**config.mk**
```make
export PLATFORM = sky130hd
export DESIGN_NAME = twm_cmd_ctrl
export DESIGN_NICKNAME = d
export VERILOG_FILES = /design/src/rtl/twm_pkg.sv /design/src/rtl/twm_hold.sv /design/src/rtl/twm_flags.sv /design/src/rtl/twm_seq.sv /design/src/rtl/twm_cmd_ctrl.sv
export SDC_FILE = /design/constraint.sdc
export NUM_CORES = 1
export LEC_CHECK = 0
export BUFFER_PORTS_ARGS = -buffer_cell sky130_fd_sc_hd__buf_2
export CORE_ASPECT_RATIO = 1.2
export CORE_MARGIN = 5
export CORE_UTILIZATION = 46
export CTS_CLUSTER_DIAMETER = 30
export DETAILED_ROUTE_END_ITERATION = 6
export GPL_TIMING_DRIVEN = 0
export PLACE_DENSITY_LB_ADDON = 0.1
export SETUP_SLACK_MARGIN = 0.4
export SLEW_MARGIN = 40
export SYNTH_ARGS = -nofsm -noshare
export SYNTH_HDL_FRONTEND = slang
export SYNTH_HIERARCHICAL = 1
export SYNTH_SLANG_ARGS = --single-unit
```
**constraint.sdc**
```tcl
create_clock -name clk -period 2.3 [get_ports clk]
set_input_delay 0.23 -clock clk [delete_from_list [all_inputs] [get_ports clk]]
set_output_delay 0.23 -clock clk [all_outputs]
set_load 0.02 [all_outputs]
```
**src/rtl/twm_pkg.sv**
```systemverilog
package twm_pkg;
  typedef enum logic [1:0] {
    OP_START = 2'd0,
    OP_WRITE = 2'd1,
    OP_READ  = 2'd2,
    OP_STOP  = 2'd3
  } bus_op_e;

  typedef enum logic [1:0] {
    SQ_IDLE = 2'd0,
    SQ_REQ  = 2'd1,
    SQ_WAIT = 2'd2
  } seq_st_e;
endpackage

```
**src/rtl/twm_hold.sv**
```systemverilog
module twm_hold #(
  parameter int DW = 8
) (
  input  logic          clk,
  input  logic          rst_n,
  input  logic          clr,
  input  logic          in_valid,
  input  logic [DW-1:0] in_data,
  output logic          in_ready,
  input  logic          pop,
  output logic          full,
  output logic [DW-1:0] data
);
  assign in_ready = !full;

  always_ff @(posedge clk or negedge rst_n) begin
    if (!rst_n) begin
      full <= 1'b0;
      data <= '0;
    end else if (clr) begin
      full <= 1'b0;
    end else begin
      if (pop) full <= 1'b0;
      if (in_valid && in_ready) begin
        full <= 1'b1;
        data <= in_data;
      end
    end
  end

  // only a held byte may be taken
  assert_pop_has_byte_R12: assert property (@(posedge clk) disable iff (!rst_n)
    pop |-> full);
  // a held byte stays put until taken or flushed
  assert_hold_stable_R12: assert property (@(posedge clk) disable iff (!rst_n || clr)
    (full && !pop) |=> (full && $stable(data)));
endmodule

```
**src/rtl/twm_flags.sv**
```systemverilog
module twm_flags (
  input  logic clk,
  input  logic rst_n,
  input  logic clr,
  input  logic cmd_start,
  input  logic cmd_stop,
  input  logic cmd_en,
  input  logic cmd_dis,
  input  logic cfg_read,
  input  logic busy,
  input  logic frame_rd,
  input  logic start_issue,
  input  logic stop_issue,
  output logic enabled,
  output logic start_pend,
  output logic stop_pend
);
  logic stop_take;
  assign stop_take = cmd_stop && (busy ? frame_rd : (cfg_read && cmd_start));

  always_ff @(posedge clk or negedge rst_n) begin
    if (!rst_n) begin
      enabled    <= 1'b0;
      start_pend <= 1'b0;
      stop_pend  <= 1'b0;
    end else if (clr) begin
      enabled    <= 1'b0;
      start_pend <= 1'b0;
      stop_pend  <= 1'b0;
    end else begin
      if (cmd_dis)     enabled <= 1'b0;
      else if (cmd_en) enabled <= 1'b1;

      if (start_issue)                          start_pend <= 1'b0;
      else if (cmd_start && enabled && !busy)   start_pend <= 1'b1;

      if (stop_issue)     stop_pend <= 1'b0;
      else if (stop_take) stop_pend <= 1'b1;
    end
  end

  assert_disable_wins_R9: assert property (@(posedge clk) disable iff (!rst_n)
    (cmd_dis && !clr) |=> !enabled);
  assert_enable_sets_R9: assert property (@(posedge clk) disable iff (!rst_n)
    (cmd_en && !cmd_dis && !clr) |=> enabled);
endmodule

```
**src/rtl/twm_seq.sv**
```systemverilog
module twm_seq
  import twm_pkg::*;
#(
  parameter int DW = 8
) (
  input  logic          clk,
  input  logic          rst_n,
  input  logic          clr,
  input  logic          enabled,
  input  logic          start_pend,
  input  logic          stop_pend,
  input  logic          cfg_read,
  input  logic          hold_full,
  input  logic [DW-1:0] hold_data,
  output logic          hold_pop,
  output logic          hold_flush,
  output logic          eng_req,
  input  logic          eng_ready,
  output logic [1:0]    eng_cmd,
  output logic [DW-1:0] eng_wdata,
  output logic          eng_mnack,
  input  logic          eng_done,
  input  logic          eng_nack,
  input  logic [DW-1:0] eng_rdata,
  output logic          start_issue,
  output logic          stop_issue,
  output logic          busy,
  output logic          frame_rd,
  output logic          rx_valid,
  output logic [DW-1:0] rx_data,
  output logic          frame_done
);
  seq_st_e st;
  bus_op_e op, nxt;
  logic accept, fin, launch, finish_rd;

  always_comb begin
    accept      = (st == SQ_REQ) && eng_ready;
    fin         = (st == SQ_WAIT) && eng_done;
    launch      = (st == SQ_IDLE) && enabled && (start_pend || (!cfg_read && hold_full));
    finish_rd   = stop_pend || !enabled;
    eng_req     = (st == SQ_REQ);
    eng_cmd     = op;
    eng_wdata   = (op == OP_WRITE) ? hold_data : '0;
    eng_mnack   = frame_rd && finish_rd;
    hold_pop    = accept && (op == OP_WRITE);
    start_issue = accept && (op == OP_START);
    stop_issue  = accept && (op == OP_STOP);
    hold_flush  = fin && eng_nack && !frame_rd && (op != OP_STOP);
    busy        = (st != SQ_IDLE);
    if (op != OP_READ && eng_nack)  nxt = OP_STOP;
    else if (frame_rd)              nxt = (op == OP_READ && finish_rd) ? OP_STOP : OP_READ;
    else                            nxt = hold_full ? OP_WRITE : OP_STOP;
  end

  always_ff @(posedge clk or negedge rst_n) begin
    if (!rst_n) begin
      st <= SQ_IDLE; op <= OP_START; frame_rd <= 1'b0;
      rx_valid <= 1'b0; rx_data <= '0; frame_done <= 1'b0;
    end else if (clr) begin
      st <= SQ_IDLE; op <= OP_START; frame_rd <= 1'b0;
      rx_valid <= 1'b0; frame_done <= 1'b0;
    end else begin
      rx_valid   <= fin && (op == OP_READ);
      frame_done <= fin && (op == OP_STOP);
      if (fin && op == OP_READ) rx_data <= eng_rdata;
      case (st)
        SQ_IDLE: if (launch) begin
          op <= OP_START; frame_rd <= cfg_read; st <= SQ_REQ;
        end
        SQ_REQ:  if (eng_ready) st <= SQ_WAIT;
        SQ_WAIT: if (eng_done) begin
          if (op == OP_STOP) st <= SQ_IDLE;
          else begin op <= nxt; st <= SQ_REQ; end
        end
        default: st <= SQ_IDLE;
      endcase
    end
  end

  assert_req_held_R2: assert property (@(posedge clk) disable iff (!rst_n || clr)
    (eng_req && !eng_ready) |=> (eng_req && $stable(eng_cmd) && $stable(eng_wdata)));
  assert_no_read_in_write_R3: assert property (@(posedge clk) disable iff (!rst_n || clr)
    (eng_req && !frame_rd) |-> (eng_cmd != OP_READ));
  assert_nack_stops_R8: assert property (@(posedge clk) disable iff (!rst_n || clr)
    (fin && eng_nack && (op == OP_START || op == OP_WRITE)) |=> (eng_req && eng_cmd == OP_STOP));
  assert_nacked_read_last_R7: assert property (@(posedge clk) disable iff (!rst_n || clr)
    (fin && op == OP_READ && eng_mnack) |=> (eng_req && eng_cmd == OP_STOP));
  assert_write_drain_R10: assert property (@(posedge clk) disable iff (!rst_n || clr)
    (fin && !frame_rd && op == OP_WRITE && !eng_nack && hold_full) |=> (eng_cmd == OP_WRITE));
  assert_rx_single_R12: assert property (@(posedge clk) disable iff (!rst_n || clr)
    rx_valid |=> !rx_valid);
endmodule

```
**src/rtl/twm_cmd_ctrl.sv**
```systemverilog
module twm_cmd_ctrl #(
  parameter int DATA_W = 8
) (
  input  logic              clk,
  input  logic              rst_n,
  input  logic              cmd_start,
  input  logic              cmd_stop,
  input  logic              cmd_en,
  input  logic              cmd_dis,
  input  logic              cmd_srst,
  input  logic              cfg_read,
  input  logic              tx_valid,
  output logic              tx_ready,
  input  logic [DATA_W-1:0] tx_data,
  output logic              rx_valid,
  output logic [DATA_W-1:0] rx_data,
  output logic              eng_req,
  input  logic              eng_ready,
  output logic [1:0]        eng_cmd,
  output logic [DATA_W-1:0] eng_wdata,
  output logic              eng_mnack,
  input  logic              eng_done,
  input  logic              eng_nack,
  input  logic [DATA_W-1:0] eng_rdata,
  output logic              busy,
  output logic              enabled,
  output logic              frame_done
);
  logic hold_full, hold_pop, hold_flush, hold_clr;
  logic [DATA_W-1:0] hold_data;
  logic start_pend, stop_pend, start_issue, stop_issue, frame_rd;

  assign hold_clr = cmd_srst || hold_flush;

  twm_hold #(.DW(DATA_W)) u_hold (
    .clk(clk), .rst_n(rst_n), .clr(hold_clr),
    .in_valid(tx_valid), .in_data(tx_data), .in_ready(tx_ready),
    .pop(hold_pop), .full(hold_full), .data(hold_data)
  );

  twm_flags u_flags (
    .clk(clk), .rst_n(rst_n), .clr(cmd_srst),
    .cmd_start(cmd_start), .cmd_stop(cmd_stop), .cmd_en(cmd_en), .cmd_dis(cmd_dis),
    .cfg_read(cfg_read), .busy(busy), .frame_rd(frame_rd),
    .start_issue(start_issue), .stop_issue(stop_issue),
    .enabled(enabled), .start_pend(start_pend), .stop_pend(stop_pend)
  );

  twm_seq #(.DW(DATA_W)) u_seq (
    .clk(clk), .rst_n(rst_n), .clr(cmd_srst),
    .enabled(enabled), .start_pend(start_pend), .stop_pend(stop_pend),
    .cfg_read(cfg_read), .hold_full(hold_full), .hold_data(hold_data),
    .hold_pop(hold_pop), .hold_flush(hold_flush),
    .eng_req(eng_req), .eng_ready(eng_ready), .eng_cmd(eng_cmd),
    .eng_wdata(eng_wdata), .eng_mnack(eng_mnack), .eng_done(eng_done),
    .eng_nack(eng_nack), .eng_rdata(eng_rdata),
    .start_issue(start_issue), .stop_issue(stop_issue),
    .busy(busy), .frame_rd(frame_rd),
    .rx_valid(rx_valid), .rx_data(rx_data), .frame_done(frame_done)
  );
endmodule

```
======== Word-level counts from Yosys, hierarchy flattened ========
Index checks and enable logic that the tools add are counted.
Widths: inputs -> output; s select.
word-level totals
  bits in registers ....................... 27
  input port bits ......................... 28
operators by class
  equality and inequality tests ........... 11
  mux-type cells .......................... 34
  bitwise operators ....................... 2
  reductions and logical operators ........ 44
operators with widths
  kind                number
  $mux 2              11
  $logic_and 1x1->1   21
  $mux 1              20
  $reduce_bool 3->1   5
  $mux 8              1
  $eq 2x2->1 const B  3
  $ne 3x2->1 const B  2
  $ne 3x3->1 const B  2
  $pmux 2 s3          1
  $reduce_and 2->1    3
  $reduce_bool 2->1   3
  $logic_not 1->1     5
  $eq 2x1->1 const B  2
  $logic_not 2->1     2
  $ne 2x2->1 const B  2
  $pmux 2 s2          1
  $reduce_and 4->1    1
  $logic_or 1x1->1    3
  $reduce_and 3->1    1
  $not 1->1           2

======== Longest topological paths before layout ========
  depth in word-level cells ............... 10
  mapped depth ............................ 6

======== Cells and area by module ========
The synthesis kept the hierarchy.
by module, submodules not included
  module        instances  cells each  area an instance (um2)  sequential area each (um2)
  twm_seq       1          70          758.2                   375.4
  twm_hold      1          21          349.1                   225.2
  twm_flags     1          12          146.4                   75.1
  twm_cmd_ctrl  1          1           6.3                     0.0

======== Least setup slack after synthesis ========
Ideal clock, no wire load.
  path kind ............................... register to register
  from .................................... reg u_seq.op[0] (netlist: u_seq/eng_cmd[0])
  to ...................................... reg u_hold.data[0]
  arrival ................................. 1.769 ns
  path slack .............................. 0.406 ns
  stages on the path, launching flop included .. 7
  clock period less this slack ............ 1.894 ns
  cells stage by stage .................... dfrtp_1 -> nand2_1 -> nand3_1 -> nor3b_1 -> or2_1 -> nor3b_4 -> mux2_2
between the ends
  cells in the longest elaborated chain, start to end .. 5
ends and longest elaborated chain
  element                     line                text
  start: declaration          twm_seq.sv:34       bus_op_e op, nxt;
  start signal: assignment    twm_seq.sv:58       st <= SQ_IDLE; op <= OP_START; frame_rd <= 1'b0;
  start signal: assignment    twm_seq.sv:61       st <= SQ_IDLE; op <= OP_START; frame_rd <= 1'b0;
  start signal: assignment    twm_seq.sv:69       op <= OP_START; frame_rd <= cfg_read; st <= SQ_REQ;
  $ne 2x2->1                  twm_seq.sv:49       hold_flush = fin && eng_nack && !frame_rd && (op != OP_STOP);
  $logic_and 1x1->1           twm_seq.sv:49
  named net hold_flush        twm_cmd_ctrl.sv:29  logic hold_full, hold_pop, hold_flush, hold_clr;
  $logic_or 1x1->1            twm_cmd_ctrl.sv:33  assign hold_clr = cmd_srst || hold_flush;
  named net hold_clr          twm_cmd_ctrl.sv:29
  $not 1->1 (no line)         n/a
  $reduce_and 2->1 (no line)  n/a
  end signal: assignment      twm_hold.sv:26      data <= in_data;
  end: declaration            twm_hold.sv:12      output logic [DW-1:0] data
The timed path passes the listed nets, and every way through them passes these cells.
A chain may end at the register's enable or synchronous reset.

======== Worst setup path after layout ========
  from .................................... reg u_seq.st[1]
  to ...................................... reg u_hold.data[0]
between the ends
  cells in the longest elaborated chain, start to end .. 8
ends and longest elaborated chain
  element                         line                text
  start: declaration              twm_seq.sv:33       seq_st_e st;
  start signal: assignment        twm_seq.sv:58
  start signal: assignment        twm_seq.sv:61
  start signal: assignment        twm_seq.sv:69
  $eq 2x2->1                      twm_seq.sv:39       fin = (st == SQ_WAIT) && eng_done;
  $logic_and 1x1->1               twm_seq.sv:39
  $logic_and 1x1->1 (3 in a row)  twm_seq.sv:49
  named net hold_flush            twm_cmd_ctrl.sv:29
  $logic_or 1x1->1                twm_cmd_ctrl.sv:33
  named net hold_clr              twm_cmd_ctrl.sv:29
  $not 1->1 (no line)             n/a
  $reduce_and 2->1 (no line)      n/a
The timed path passes the listed nets, and every way through them passes these cells.

==> results.tsv <==
metric	value	unit
grt_first_pass_wirelength	4400	µm
ant_nets	0	
syn_area_per_cell	12.1	µm²
yosysWarnings	6	
grt_max_degree	28	
dp_cells	189	
seqCellArea	678	µm²
max_cap_viol_count	0	
antenna_cells	0	
syn_area	1260	µm²
cts.sinks	27	
dp_hpwl	2070	µm
yosysSeqAreaShare	53.6	%
htreeDepth	1	
ys.flop_type	dfrtp_1	
synth_fa_ha_area_share	0	%
powerDensity	502	nW/µm²
fmax	552	MHz
synth-xor-area-share	0	%
setup_tns	0	ps
num_vias	989	
cts_buffers	3	
setup_viol	0	
p_total	831	µW
yosysTopAreaCell	dfrtp_1	
ys_seq_elements	27	
io_pins	53	
cts_root_buf	clkbuf_4	
netlist-cell-type-count	29	
routedWlPerCell	13.4	µm
layout-drive-gt1-share	52.1	%
viasPerCell	4.99	
critPathLaunchType	flip-flop	
drt_iter0_drc	25	
antenna_found_initial	0	
dieArea	3890	µm²
synth_top_family_by_area	simple AND/OR/NAND/NOR gates	
ir_drop	357	µV
final-instance-count-excl-fill	198	
fill_cells	231	
hold_violations	0	
rows	20	
drtPass1Iterations	4	
cp_max_fo	8	
gp_congestion	0.785	
status	complete, no violations	
synthSimpleGateAreaFrac	22.1	%
cp-end-kind	flip-flop	
fin_skew	1.93	ps
slew_headroom	59.8	%
start_util	48.9	%
path_clk_slew	140	ps
clk_path_buf_depth	2	
syn_inst	104	
power.leakage	0.000890	µW
cp_data_arrival_time	2040	ps
synth_top_area_share	53.6	%
critPathKind	flip-flop to flip-flop	
synthMuxAreaShare	16.7	%
area_growth	31.4	%
clock_latency	320	ps
grt.overflow.total	0	
grt.total_usage	14.6	%
synth_area_leaders	dfrtp_1, mux2_2, and2_1	
die_y	67.3	µm
multi_input_area	571	µm²
worstMarginPinSlew	603	ps
routed_wl	2650	µm
crit_chain	and2b_2, nand3_2, nor3b_1, or2_1, nor3b_4, buf_12, mux2_2	
required	2520	ps
synth-edff-count	0	
syn-num-nets	132	
fin_nets	194	
io_buffers	52	
synth_compound_area_share	5.76	%
core	2580	µm²
die_x	57.8	µm
slowest_delay	400	ps
synthArstFlopShare	100	%
cts_tree	yes	
drcViolationCount	0	
crit_slowest_cell	dfrtp_1	
final_max_slew_viol_count	0	
hold_path.class	primary input to flip-flop	
grt_pass1_vias	1056	
finalCriticalPeriod	1810	ps
rsz0062_at_grt	no	
fin_crit_sh	78.7	%
[cells by family after synthesis]
| logic type | count (synthesis) |
|---|---|
| AND/OR/NAND/NOR | 42 |
| flip-flops | 27 |
| multiplexers | 19 |
| AO/OA/AOI/OAI | 10 |
| buffers and inverters | 6 |
[what timing repair did]
action	4_1_cts	5_1_grt
hold buffers	1	0
setup buffers	3	1
endpoints found under the hold margin	27	0
resized for setup	3	2
setup endpoints to repair	16	8
pin swaps	1	2
cloned	0	0
[metal layers]
metal	track usage (%)	vias up	share of wire (%)
li1	-	489	-
met1	17.4	465	42
met2	26.1	35	50
met3	2.68	0	7.4
met4	5.22	0	0
met5	0	-	0
[flip-flops by register name (all words and copies together), names as in the netlist, 2 cells and up]
register	cells
u_seq/eng_cmd	2
u_hold/data	8
u_seq/rx_data	8
u_seq/st	2
[placed cells by master (no fill, tap or decap)]
cell type / instances
a2111oi_2: 1
a211oi_1: 2
a21oi_1: 3
a31oi_1: 1
and2_1: 8
and2b_1: 1
and2b_2: 1
and3_1: 1
and4_1: 1
buf_12: 1
buf_2: 52
buf_4: 3
clkbuf_4: 3
clkinvlp_4: 1
dfrtp_1: 25
dfrtp_2: 2
dlygate4sd3_1: 1
inv_1: 6
mux2_2: 16
mux2i_1: 3
nand2_1: 4
nand2b_1: 4
nand3_2: 1
nand3_4: 1
nand3b_1: 1
nand3b_4: 1
nand4_1: 1
nor2_1: 6
nor2_2: 1
nor2b_1: 4
nor2b_2: 1
nor3_1: 2
nor3b_1: 1
nor3b_4: 1
o211ai_1: 1
o21ai_0: 1
o311ai_0: 1
or2_1: 1
[path summary, 6_finish.rpt]
kind | depth (start not counted) | slack, ps | endpoint | from
setup / recovery | 7 | 490 | u_hold/data[0]$_DFFE_PN0P_ | u_seq/st[1]$_DFFE_PN0P_
hold / removal | 2 | 50 | u_flags/enabled$_DFFE_PN0P_ | cmd_dis
setup reg to reg | 7 | 490 | u_hold/data[0]$_DFFE_PN0P_ | u_seq/st[1]$_DFFE_PN0P_
hold reg to reg | 1 | 510 | u_hold/data[1]$_DFFE_PN0P_ | u_hold/data[1]$_DFFE_PN0P_
max in group asynchronous | 2 | 1450 | u_seq/eng_cmd[1]$_DFFE_PN0P_ | rst_n
min in group asynchronous | 2 | 430 | u_hold/full$_DFFE_PN0P_ | rst_n
[power by group]
part	switching (µW)	internal (µW)
Clock	140	66.5
Combinational	45.0	57.9
Sequential	16.0	506
[metrics by stage]
stage                     util (%)  setup slack [ps]  cell area [µm²]  hold WS (ps)
after global placement        60.6               312             1560           259
after floorplan                  -               406             1260         -65.6
after detailed placement      60.6               290             1560           270
final                         64.2               489             1660          51.4
after global routing          64.2               407             1660          40.2
after CTS                     63.8               422             1650          39.1
[synthesized netlist by cell type, drive strengths merged (2+ instances only)]
| master | instances |
|---|---|
| a211oi | 2 |
| a21oi | 3 |
| and2 | 8 |
| and2b | 2 |
| dfrtp | 27 |
| inv | 6 |
| mux2 | 16 |
| mux2i | 3 |
| nand2 | 4 |
| nand2b | 4 |
| nand3 | 2 |
| nand3b | 2 |
| nor2 | 7 |
| nor2b | 5 |
| nor3 | 2 |
| nor3b | 2 |
[worst max-delay path, delay by kind of cell, from the launching register on]
kind | cells | cell delay, ps
DFF | 1 | 400
buffers and inverters | 1 | 150
and+or+nand+nor | 5 | 830
muxes | 1 | 330
[final cells by class]
class | instances | area share (%)
clock inverters | 1 | 0.454
clock buffers | 3 | 1.36
inverters | 6 | 1.36
repair buffers | 57 | 18.9
multi-input cells | 71 | 34.5
well taps | 33 | 2.49
flip-flops and latches | 27 | 41.0
No activity file was read; power rests on OpenSTA's default activity.
